[src/rtl/sea_pkg.sv]
package sea_pkg;

  typedef enum logic [1:0] {
    WIN_IDLE = 2'd0,
    WIN_OPEN = 2'd1,
    WIN_HOLD = 2'd2
  } win_state_e;

  // true when a sector index addresses an existing sector
  function automatic logic idx_in_range(input logic [31:0] idx,
                                        input logic [31:0] count);
    return idx < count;
  endfunction

  // next countdown value: reload wins, otherwise step down to zero
  function automatic logic [31:0] countdown_next(input logic [31:0] cur,
                                                 input logic        reload,
                                                 input logic        running,
                                                 input logic [31:0] period);
    if (reload)                    return period;
    else if (running && cur != 0)  return cur - 32'd1;
    else                           return cur;
  endfunction

endpackage

[src/rtl/sea_sector_set.sv]
module sea_sector_set #(
  parameter int NUM_SECTORS = 16,
  localparam int IDX_W = $clog2(NUM_SECTORS)
) (
  input  logic                   clk,
  input  logic                   rst_n,
  input  logic                   add,
  input  logic                   clear,
  input  logic [IDX_W-1:0]       idx,
  output logic [NUM_SECTORS-1:0] sel,
  output logic [NUM_SECTORS-1:0] mask
);

  // one-hot decode of the incoming index, one compare per sector
  for (genvar g = 0; g < NUM_SECTORS; g++) begin : g_dec
    assign sel[g] = (32'(idx) == g);
  end

  always_ff @(posedge clk or negedge rst_n) begin
    if (!rst_n)      mask <= '0;
    else if (clear)  mask <= '0;
    else if (add)    mask <= mask | sel;
  end

endmodule

[src/rtl/sea_window_timer.sv]
module sea_window_timer #(
  parameter int TIMEOUT_CYC = 5000,
  localparam int CNT_W = $clog2(TIMEOUT_CYC + 1)
) (
  input  logic clk,
  input  logic rst_n,
  input  logic load,
  input  logic run,
  input  logic flush,
  output logic last_tick
);

  logic [CNT_W-1:0] cnt;
  logic [31:0]      nxt;

  assign nxt = sea_pkg::countdown_next(32'(cnt), load, run, 32'(TIMEOUT_CYC));

  always_ff @(posedge clk or negedge rst_n) begin
    if (!rst_n)      cnt <= '0;
    else if (flush)  cnt <= '0;
    else             cnt <= nxt[CNT_W-1:0];
  end

  assign last_tick = (cnt == CNT_W'(1));

endmodule

[src/rtl/sea_window_ctrl.sv]
module sea_window_ctrl (
  input  logic                 clk,
  input  logic                 rst_n,
  input  logic                 cmd_hit,
  input  logic                 abort,
  input  logic                 ack,
  input  logic                 last_tick,
  output sea_pkg::win_state_e  state,
  output logic                 accept,
  output logic                 expire,
  output logic                 clear,
  output logic                 start_q
);
  import sea_pkg::*;

  win_state_e state_nxt;

  assign accept = cmd_hit && !abort && (state != WIN_HOLD);
  assign expire = (state == WIN_OPEN) && last_tick && !accept && !abort;
  assign clear  = abort || ((state == WIN_HOLD) && ack);

  always_comb begin
    state_nxt = state;
    unique case (state)
      WIN_IDLE: if (accept) state_nxt = WIN_OPEN;
      WIN_OPEN: begin
        if (abort)       state_nxt = WIN_IDLE;
        else if (expire) state_nxt = WIN_HOLD;
      end
      WIN_HOLD: if (clear) state_nxt = WIN_IDLE;
      default:  state_nxt = WIN_IDLE;
    endcase
  end

  always_ff @(posedge clk or negedge rst_n) begin
    if (!rst_n) begin
      state   <= WIN_IDLE;
      start_q <= 1'b0;
    end else begin
      state   <= state_nxt;
      start_q <= expire;
    end
  end

endmodule

[src/rtl/sector_erase_accum.sv]
module sector_erase_accum #(
  parameter int NUM_SECTORS = 16,
  parameter int TIMEOUT_CYC = 5000,
  localparam int IDX_W = $clog2(NUM_SECTORS)
) (
  input  logic                   clk,
  input  logic                   rst_n,
  input  logic                   cmd_valid,
  input  logic [IDX_W-1:0]       cmd_sector,
  input  logic                   abort,
  input  logic                   ack,
  output logic [NUM_SECTORS-1:0] sector_mask,
  output logic                   window_open,
  output logic                   erase_start
);
  import sea_pkg::*;

  // named internal events, visible to the bound checker
  logic                   idx_ok;
  logic                   cmd_hit;
  logic                   accept;
  logic                   expire;
  logic                   clear;
  logic                   last_tick;
  logic                   in_hold;
  logic [NUM_SECTORS-1:0] sel_bit;
  win_state_e             state;

  assign idx_ok  = idx_in_range(32'(cmd_sector), 32'(NUM_SECTORS));
  assign cmd_hit = cmd_valid && idx_ok;

  sea_window_ctrl u_ctrl (
    .clk       (clk),
    .rst_n     (rst_n),
    .cmd_hit   (cmd_hit),
    .abort     (abort),
    .ack       (ack),
    .last_tick (last_tick),
    .state     (state),
    .accept    (accept),
    .expire    (expire),
    .clear     (clear),
    .start_q   (erase_start)
  );

  sea_window_timer #(.TIMEOUT_CYC(TIMEOUT_CYC)) u_timer (
    .clk       (clk),
    .rst_n     (rst_n),
    .load      (accept),
    .run       (state == WIN_OPEN),
    .flush     (abort),
    .last_tick (last_tick)
  );

  sea_sector_set #(.NUM_SECTORS(NUM_SECTORS)) u_set (
    .clk   (clk),
    .rst_n (rst_n),
    .add   (accept),
    .clear (clear),
    .idx   (cmd_sector),
    .sel   (sel_bit),
    .mask  (sector_mask)
  );

  assign window_open = (state == WIN_OPEN);
  assign in_hold     = (state == WIN_HOLD);

endmodule

[config.mk]
export PLATFORM = sky130hd
export DESIGN_NAME = sector_erase_accum
export DESIGN_NICKNAME = d
export VERILOG_FILES = /design/src/rtl/sea_pkg.sv /design/src/rtl/sea_sector_set.sv /design/src/rtl/sea_window_timer.sv /design/src/rtl/sea_window_ctrl.sv /design/src/rtl/sector_erase_accum.sv
export SDC_FILE = /design/constraint.sdc
export NUM_CORES = 1
export LEC_CHECK = 0
export CAP_MARGIN = 5
export CORE_MARGIN = 8
export CORE_UTILIZATION = 55
export CTS_BUF_LIST = sky130_fd_sc_hd__clkbuf_4
export DETAILED_ROUTE_END_ITERATION = 8
export DONT_BUFFER_PORTS = 1
export PLACE_DENSITY = 0.69
export SYNTH_ARGS = -nofsm -noshare
export SYNTH_HDL_FRONTEND = slang
export SYNTH_SLANG_ARGS = --single-unit
[constraint.sdc]
create_clock -name clk -period 5.2 [get_ports clk]
set_input_delay 1.04 -clock clk [delete_from_list [all_inputs] [get_ports clk]]
set_output_delay 1.04 -clock clk [all_outputs]
set_load 0.02 [all_outputs]
==> summary.txt <==
outcome - complete, no violations
Leakage - 0.717 nW
Die Footprint - 0.00483 mm^2
Primary FF master, synth - dfrtp_1
CP arrival - 1.19 ns
vias post-DR - 1270
Die Height - 69.5 um
Worst-path clk slew - 0.10 ns
initial DRC count - 114
ANT cells - 0
Max Root-Sink Buffers - 2
final cell count without fillers - 196
Final min period - 2.23 ns
sequential power share - 51.2%
antenna viol nets, final - 0
slew margin rel. - 41.0%
Cell variety after synth - 38
CP required - 4.16 ns
Post-CTS Setup Bufs - 0
largest net degree at the start of global routing - 33
Setup crit start - u_ctrl.state[1]
proportion of layout cells with a drive suffix above 1 - 9.09%
slowest CP cell - dfrtp_1
fin nets - 176
Power, Total - 0.524 mW
CTS root buffer - clkbuf_4
CTS sink cnt - 32
reg2reg setup slack - 3.18 ns
busiest grt layer - met2
VDD IR max - 0.240 mV
internal cell power - 0.387 mW
Die W - 69.5 um
initial antenna violation count - 0
Final Hold Viols - 0
Num CTS Buffers - 5
GR met1 Demand/Resource - 19.8%
Seq cells post-synth - 32
std cell rows - 19
top-count cell post-synth - dfrtp_1
syn nets - 172
Synth top area share - 50.9%
Switch Pwr - 0.137 mW
ranking of synthesized cells by area - dfrtp_1 51%, nor2_1 5.5%, a21oi_1 5.1%
post-cts resize count - 0
worst-margin pin slew - 0.878 ns
DR pass1 iterations - 4
Critical Path, Cell by Cell - nand2b_1 -> inv_1
global-route total usage across every layer - 15.8%
number of H-tree levels - 2
drt drc - 0
asr flop ratio synth - 100%
placed insts - 188
PwrDens - 313 mW/mm^2
vias in the first global route - 1260
RR Startpoint - u_timer.cnt[0]
setup TNS - 0 ns
Worst-Skew Late Latency - 0.34 ns
core box area - 0.00273 mm^2
Avg Cell Area, Syn - 9.84 um^2
Setup crit end kind - output pin
met3 usage - 7.73%
Slew Viols, Final - 0
met2 Resource Use GR - 22.1%
Routed WL - 3.63 mm
hold buffer count at CTS - 0
dpl hpwl - 2.57 mm
clock power share - 36.7%
Synth top cells by count - 32 x dfrtp_1, 23 x nor2_1, 16 x a21oi_1
proportion of power drawn by combinational gates - 12.0%
worst-path fanout max - 7
count of input and output buffers - 0
Vias/cell - 6.48
RSZ-0062 raised after global routing - no
CTS tree - built
Syn Inst Count - 160
Worst Setup Path Type - register to output pin
starting density of the core - 57.6%
first-pass GRT wire length - 6.22 mm
area leader, netlist - dfrtp_1
final setup violating endpoints - 0
Hold Path Class - primary input to asynchronous set/reset pin
Wirelength per Cell - 18.5 um
Post-Syn Area - 0.00157 mm^2
switch share - 26.2%
placer's final routability congestion estimate - 0.843
number of max-cap violations - 0
Worst Skew - 0.0108 ns
EDFF count, synth - 0
IO Count - 27
f_max - 448 MHz
Area growth syn-to-layout - 6.36%
global route overflow - 0
Critical Path Max Stage Delay - 0.44 ns
Tcrit/Tclk final - 42.9%
CP Launch Type - register
sequential fraction of the synthesis area - 50.9%
synthesis warning total - 0
critical path, delay by kind of cell, from the launching register on:
| family | cells | cell delay [ns] |
|---|---|---|
| flip-flops | 1 | 0.44 |
| buffers and inverters | 1 | 0.19 |
| AND/OR/NAND/NOR | 1 | 0.23 |
logic make-up after synthesis:
family / synth area share, %
compound gates: 18.0
fa+ha+maj: 2.38
buf+inv: 2.38
flops: 50.9
simple gates: 26.4
layout by cell type (no fill, tap or decap), types with 3 or more instances in the layout:
cell and n:
nand2_1 6, or3_1 9, nor2b_1 3, a41oi_1 4
nor3_1 6, o31ai_1 5, dfrtp_1 32, a21oi_1 16
or4_1 3, clkbuf_4 6, inv_1 5, a31oi_1 10
ha_1 3, nor2_1 23, o21ai_0 6
power by group through the flow:
stage / combinational (mW) / sequential (mW) / clock (mW)
after global placement: 0.0602 / 0.273 / 0
after CTS: 0.0625 / 0.268 / 0.197
after global routing: 0.0703 / 0.270 / 0.208
after floorplan: 0.0530 / 0.270 / 0
after detailed placement: 0.0619 / 0.273 / 0
final: 0.0630 / 0.268 / 0.192
path summary, 6_finish.rpt:
path | end | cells past startpoint
max | window_open | 2
min | u_timer.cnt[7] | 0
max reg2reg | u_timer.cnt[3] | 6
min reg2reg | u_ctrl.state[0] | 1
max in group asynchronous | u_timer.cnt[0] | 0
min in group clk | u_ctrl.state[0] | 1
area by class of cell:
cell class	instances	area (um^2)
clock buffer	6	45.0
clock inverter	2	35.0
fill	228	1060
inverter	5	18.8
multi-input combinational	120	736
sequential	32	801
tap	31	38.8
stage by stage:
stage	area (um^2)	hold slack [ns]	setup slack [ns]	utilization (%)
2_1_floorplan	1570	0.482	3.13	-
6_report	1670	0.380	2.97	61.2
3_3_place_gp	1590	0.519	3.03	58.3
5_1_grt	1670	0.350	2.87	61.2
3_5_place_dp	1590	0.518	2.99	58.3
4_1_cts	1670	0.363	2.94	61.2
sequential cells by signal (all words and copies together) (netlist names):
signal,count
u_timer.cnt,13
u_ctrl.state,2
u_ctrl.start_q,1
u_set.mask,16
layer usage:
metal | routed length (um) | vias to the layer above
met5 | 0 | -
met4 | 63 | 0
met3 | 295 | 8
met2 | 1560 | 37
met1 | 1710 | 619
li1 | - | 606
Note: power is estimated with default switching activity, not from simulation.
